<file path="src/rtl/drv_status_pkg.sv">
package drv_status_pkg;

   typedef enum logic [0:0] {
      TMR_IDLE = 1'b0,
      TMR_RUN  = 1'b1
   } tmr_state_t;

   typedef struct packed {
      logic rdy_attn;
      logic ret_attn;
   } attn_flags_t;

endpackage

</file>
<file path="src/rtl/dsc_rdy_sync.sv">
module dsc_rdy_sync #(
   parameter int SYNC_STAGES = 2
) (
   input  logic clk,
   input  logic rst_n,
   input  logic acc_rdy_n,
   output logic rdy_q,
   output logic rdy_rise,
   output logic rdy_fall
);

   logic rdy_s;

   generate
      if (SYNC_STAGES == 0) begin : g_nosync
         assign rdy_s = ~acc_rdy_n;
      end else begin : g_sync
         logic [SYNC_STAGES-1:0] chain;
         always_ff @(posedge clk or negedge rst_n) begin
            if (!rst_n) chain <= '1;
            else        chain <= {chain[SYNC_STAGES-2 >= 0 ? SYNC_STAGES-2 : 0 : 0], acc_rdy_n};
         end
         assign rdy_s = ~chain[SYNC_STAGES-1];
      end
   endgenerate

   always_ff @(posedge clk or negedge rst_n) begin
      if (!rst_n) rdy_q <= 1'b0;
      else        rdy_q <= rdy_s;
   end

   assign rdy_rise = rdy_s & ~rdy_q;
   assign rdy_fall = ~rdy_s & rdy_q;

endmodule

</file>
<file path="src/rtl/dsc_attn_flags.sv">
module dsc_attn_flags
   import drv_status_pkg::*;
(
   input  logic        clk,
   input  logic        rst_n,
   input  logic        rdy_rise,
   input  logic        rdy_fall,
   input  logic        retract_evt,
   input  logic        clr_req,
   output attn_flags_t flags
);

   attn_flags_t nxt;

   always_comb begin
      nxt = flags;
      // clears first, sets override
      if (rdy_fall || clr_req) begin
         nxt.rdy_attn = 1'b0;
         nxt.ret_attn = 1'b0;
      end
      if (rdy_rise)    nxt.rdy_attn = 1'b1;
      if (retract_evt) nxt.ret_attn = 1'b1;
   end

   always_ff @(posedge clk or negedge rst_n) begin
      if (!rst_n) flags <= '0;
      else        flags <= nxt;
   end

endmodule

</file>
<file path="src/rtl/dsc_cmd_timer.sv">
module dsc_cmd_timer
   import drv_status_pkg::*;
#(
   parameter int TMO_TICKS = 120,
   localparam int CNT_W = (TMO_TICKS > 2) ? $clog2(TMO_TICKS) : 1
) (
   input  logic clk,
   input  logic rst_n,
   input  logic accept,
   input  logic cancel,
   input  logic tick,
   output logic fault
);

   localparam logic [CNT_W-1:0] LAST = CNT_W'(TMO_TICKS - 1);

   tmr_state_t       state;
   logic [CNT_W-1:0] cnt;

   always_ff @(posedge clk or negedge rst_n) begin
      if (!rst_n) begin
         state <= TMR_IDLE;
         cnt   <= '0;
         fault <= 1'b0;
      end else if (accept) begin
         state <= TMR_RUN;
         cnt   <= '0;
         fault <= 1'b0;
      end else if (cancel) begin
         state <= TMR_IDLE;
      end else if (state == TMR_RUN && tick) begin
         if (cnt == LAST) begin
            state <= TMR_IDLE;
            fault <= 1'b1;
         end else begin
            cnt <= cnt + 1'b1;
         end
      end
   end

endmodule

</file>
<file path="src/rtl/drv_status_ctl.sv">
module drv_status_ctl
   import drv_status_pkg::*;
#(
   parameter int SYNC_STAGES  = 2,
   parameter int TMO_TICKS    = 120,
   parameter int STAT_W       = 8,
   parameter int BUSY_BIT     = 0,
   parameter int ATTN_BIT     = 7,
   parameter int CTRL_W       = 8,
   parameter int CLR_ATTN_BIT = 0
) (
   input  logic              clk,
   input  logic              rst_n,
   input  logic              acc_rdy_n,
   input  logic              retract_evt,
   input  logic              clr_stb,
   input  logic [CTRL_W-1:0] clr_bits,
   input  logic              cmd_start,
   input  logic              tick,
   output logic [STAT_W-1:0] stat_o,
   output logic              retract_attn_o,
   output logic              cmd_en_o,
   output logic              tmo_fault_o
);

   generate
      if (TMO_TICKS < 2)            begin : g_bad_tmo  $error("TMO_TICKS must be at least 2"); end
      if (SYNC_STAGES < 0)          begin : g_bad_sync $error("SYNC_STAGES must not be negative"); end
      if (BUSY_BIT >= STAT_W)       begin : g_bad_busy $error("BUSY_BIT outside status word"); end
      if (ATTN_BIT >= STAT_W)       begin : g_bad_attn $error("ATTN_BIT outside status word"); end
      if (BUSY_BIT == ATTN_BIT)     begin : g_bad_same $error("BUSY_BIT and ATTN_BIT collide"); end
      if (CLR_ATTN_BIT >= CTRL_W)   begin : g_bad_clr  $error("CLR_ATTN_BIT outside control word"); end
   endgenerate

   logic        rdy_q, rdy_rise, rdy_fall;
   attn_flags_t flags;
   logic        unused_ctrl;

   assign unused_ctrl = ^clr_bits;

   dsc_rdy_sync #(.SYNC_STAGES(SYNC_STAGES)) u_sync (
      .clk      (clk),
      .rst_n    (rst_n),
      .acc_rdy_n(acc_rdy_n),
      .rdy_q    (rdy_q),
      .rdy_rise (rdy_rise),
      .rdy_fall (rdy_fall)
   );

   dsc_attn_flags u_attn (
      .clk        (clk),
      .rst_n      (rst_n),
      .rdy_rise   (rdy_rise),
      .rdy_fall   (rdy_fall),
      .retract_evt(retract_evt),
      .clr_req    (clr_stb & clr_bits[CLR_ATTN_BIT]),
      .flags      (flags)
   );

   dsc_cmd_timer #(.TMO_TICKS(TMO_TICKS)) u_tmr (
      .clk   (clk),
      .rst_n (rst_n),
      .accept(cmd_start & rdy_q),
      .cancel(rdy_rise),
      .tick  (tick),
      .fault (tmo_fault_o)
   );

   generate
      for (genvar i = 0; i < STAT_W; i++) begin : g_stat
         if (i == BUSY_BIT) begin : g_busy
            assign stat_o[i] = ~rdy_q;
         end else if (i == ATTN_BIT) begin : g_attn
            assign stat_o[i] = flags.rdy_attn | flags.ret_attn;
         end else begin : g_zero
            assign stat_o[i] = 1'b0;
         end
      end
   endgenerate

   assign retract_attn_o = flags.ret_attn;
   assign cmd_en_o       = rdy_q;

endmodule

</file>
<file path="config.mk">
export PLATFORM = sky130hd
export DESIGN_NAME = drv_status_ctl
export DESIGN_NICKNAME = d
export VERILOG_FILES = /design/src/rtl/drv_status_pkg.sv /design/src/rtl/dsc_rdy_sync.sv /design/src/rtl/dsc_attn_flags.sv /design/src/rtl/dsc_cmd_timer.sv /design/src/rtl/drv_status_ctl.sv
export SDC_FILE = /design/constraint.sdc
export NUM_CORES = 1
export LEC_CHECK = 0
export ABC_AREA = 1
export BUFFER_PORTS_ARGS = -buffer_cell sky130_fd_sc_hd__buf_2
export CORE_MARGIN = 5
export CORE_UTILIZATION = 51
export CTS_CLUSTER_DIAMETER = 100
export DETAILED_ROUTE_END_ITERATION = 10
export HOLD_SLACK_MARGIN = 0.1
export PLACE_DENSITY = 0.81
export SYNTH_ARGS = -nofsm -noshare
export SYNTH_HDL_FRONTEND = slang
export SYNTH_HIERARCHICAL = 1
export SYNTH_SLANG_ARGS = --single-unit
</file>
<file path="constraint.sdc">
create_clock -name clk -period 2.85 [get_ports clk]
set_clock_uncertainty 0.15 [all_clocks]
set_input_delay 0.4275 -clock clk [delete_from_list [all_inputs] [get_ports clk]]
set_output_delay 0.4275 -clock clk [all_outputs]
set_load 0.03 [all_outputs]
</file>
==> impl_metrics.env <==
export IMPL_fmax_mhz=605
export IMPL_cts_sinks=14
export IMPL_finalSetupTns_ns=0
export IMPL_route_detailed_drc=0
export IMPL_post_cts_resized=0
export IMPL_worstSetupPathType="flip-flop to flip-flop"
export IMPL_routed_via_density=5.13
export IMPL_preCtsSetupSlack_ns=1.23
export IMPL_drtAntennaViolNets=0
export IMPL_synth_seq_cells=14
export IMPL_timing_hold_ws_ns=0.175
export IMPL_multi_input_comb_area_um2=317
export IMPL_grt_max_degree=15
export IMPL_htreeDepth=1
export IMPL_rsz0062_at_grt="no"
export IMPL_maxCapViolCount=0
export IMPL_dp_cells=121
export IMPL_die_area_um2=2340
export IMPL_grt_pass1_wl_um=2440
export IMPL_antenna_found_initial=0
export IMPL_maxSlewViolCount=0
export IMPL_grt_overflow_total=0
export IMPL_irDropWorstVdd_uv=264
export IMPL_core_area_um2=1350
export IMPL_cp_arrival_ns=1.66
export IMPL_outcome="completed"
export IMPL_netlist_area_um2=752
export IMPL_fp_dieH_um=48.4
export IMPL_wire_per_inst_um=10.7
export IMPL_grt_use_total_pct=12.8
export IMPL_yosysTopAreaCell="dfrtp_1"
export IMPL_initial_core_util_pct=55.7
export IMPL_setup_viol_count_final=0
export IMPL_dr_pass1_iters=4
export IMPL_dp_hpwl_um=1030
export IMPL_path_max_fanout=7
export IMPL_fillers=123
export IMPL_synth_top_area_share_pct=39.9
export IMPL_cts_buffer_depth=2
export IMPL_nNetsFinal=129
export IMPL_cts_tree="done"
export IMPL_clk_latency_ns=0.28
export IMPL_grt_pass1_vias=598
export IMPL_die_w_um=48.4
export IMPL_crit_path_end_kind="flip-flop"
export IMPL_cts_root_buf="clkbuf_4"
export IMPL_max_stage_delay_ns=0.55
export IMPL_dr_first_iter_drc_count=25
export IMPL_numPortBuffers=12
export IMPL_vias=651
export IMPL_critPathSlowestCell="dfstp_2"
export IMPL_hold_violations=0
export IMPL_gp_congestion=0.853
export IMPL_critPathRequiredTime_ns=2.86
export IMPL_hp_class="input pin to flip-flop"
export IMPL_yosysWarnings=6
export IMPL_drive_gt1_share_pct=20.5
export IMPL_path_cells="nor2_1 > nor2_1 > inv_1 > nor2_4 > nor2_4 > nand2_1 > nand2_1"
export IMPL_synth_area_top_cells="dfrtp_1 40%, nand2_1 15%, inv_1 7.5%, dfstp_2 7.0%, buf_4 6.0%"
export IMPL_synth_area_per_cell_um2=7.92
export IMPL_finalWorstSetupSlack_ns=1.20
export IMPL_seq_area_um2=353
export IMPL_cp_start_kind="flip-flop"
export IMPL_min_period_ns=1.65
export IMPL_synthCells=95
export IMPL_clk_pin_slew_worst_paths_ns=0.09
export IMPL_fp_row_count=13
export IMPL_numCtsBuffers=3
export IMPL_n_antenna_cell=0
export IMPL_io_pins=26
export IMPL_fin_cells=127
export IMPL_seq_area_frac_synth_pct=46.9
export IMPL_syn2layout_area_growth_pct=14.5
export IMPL_ys_types=18
export IMPL_fin_crit_sh_pct=58.0
export IMPL_total_power_w=0.000435
export IMPL_p_leak_nw=0.468
export IMPL_p_per_area_nw_per_um2=506
export IMPL_routed_wl_um=1360
synthesized netlist by cell type:
cell type  instances
nand2_1           31
inv_1             15
dfrtp_1           12
nand4_1            7
buf_4              6
nand3_1            5
nor2_1             5
nor2_4             3
dfstp_2            2
a21oi_1            1
a31oi_1            1
conb_1             1
ha_1               1
nand3b_1           1
nor2_2             1
o21ai_0            1
o21bai_1           1
or2_2              1
cell type report:
| class | count | share of cell area, % |
|---|---|---|
| multi-input cells | 65 | 36.8 |
| repair buffers | 14 | 9.30 |
| inverters | 15 | 6.54 |
| clock buffers | 4 | 4.22 |
| flip-flops and latches | 14 | 41.0 |
| well taps | 15 | 2.18 |
cell families after synthesis:
| group | Yosys count | share of synthesized area, % |
|---|---|---|
| AOI/OAI and AO/OA | 4 | 3.16 |
| adders and majority gates | 1 | 1.66 |
| buffers and inverters | 21 | 13.5 |
| other | 1 | 0.499 |
| DFF | 14 | 46.9 |
| and+or+nand+nor | 54 | 34.3 |
worst max-delay path, delay by kind of cell (launching register included):
kind	cells	cell delay (ns)
flip-flops	1	0.55
AND/OR/NAND/NOR	6	0.71
buffers and inverters	1	0.12
report_power, final:
part | total (W) | leakage, nW | internal, W | switching, W
clock | 0.000141 | 0.0210 | 0.0000776 | 0.0000637
sequential | 0.000225 | 0.177 | 0.000212 | 0.0000122
combinational | 0.0000693 | 0.270 | 0.0000216 | 0.0000477
total | 0.000435 | 0.468 | 0.000312 | 0.000124
metrics by stage:
stage,utilization (%),instance area (um^2)
final,63.8,861
after global routing,63.8,861
after CTS,63.8,861
after detailed placement,59.6,805
after global placement,59.6,805
after floorplan,-,771
final timing paths:
kind,slack (ns),cells after the start,endpoint,start
setup / recovery,1.20,7,u_tmr/cnt[3],u_sync/g_sync.chain[1]
hold / removal,0.18,3,u_attn/flags[0],retract_evt
setup reg to reg,1.20,7,u_tmr/cnt[3],u_sync/g_sync.chain[1]
hold reg to reg,0.22,0,u_sync/g_sync.chain[1],u_sync/g_sync.chain[0]
max in group asynchronous,1.85,2,u_sync/g_sync.chain[1],rst_n
min in group asynchronous,0.41,2,u_attn/flags[0],rst_n
timing repair:
action                    in CTS  in global routing
hold buffers                   2                  0
setup buffers                  0                  0
hold endpoints to repair      13                  0
layer usage:
metal	up-vias	track usage (%)	wire, um
met4	0	6.45	23
met1	302	15.4	586
met3	4	5.20	109
li1	321	-	-
met2	24	19.6	642
met5	-	0	0
flip-flops by register name, indices dropped and copies added (netlist names):
| name | flops |
|---|---|
| u_attn/flags | 2 |
| u_sync/g_sync.chain | 2 |
| u_sync/rdy_q | 1 |
| u_tmr/cnt | 7 |
| u_tmr/fault | 1 |
| u_tmr/state | 1 |
cells in the final DEF (no fill, tap or decap):
cell,instances
a21oi_1,1
dlygate4sd3_1,2
buf_2,12
conb_1,6
nand3_1,5
inv_1,15
dfstp_2,2
clkbuf_8,1
o21bai_1,1
a31oi_1,1
nand2_1,31
ha_1,1
or2_2,1
clkbuf_4,3
dfrtp_1,12
o21ai_0,1
nand4_1,7
nor2_2,1
nand3b_1,1
nor2_4,3
nor2_1,5
(Power assumes the default switching activity.)
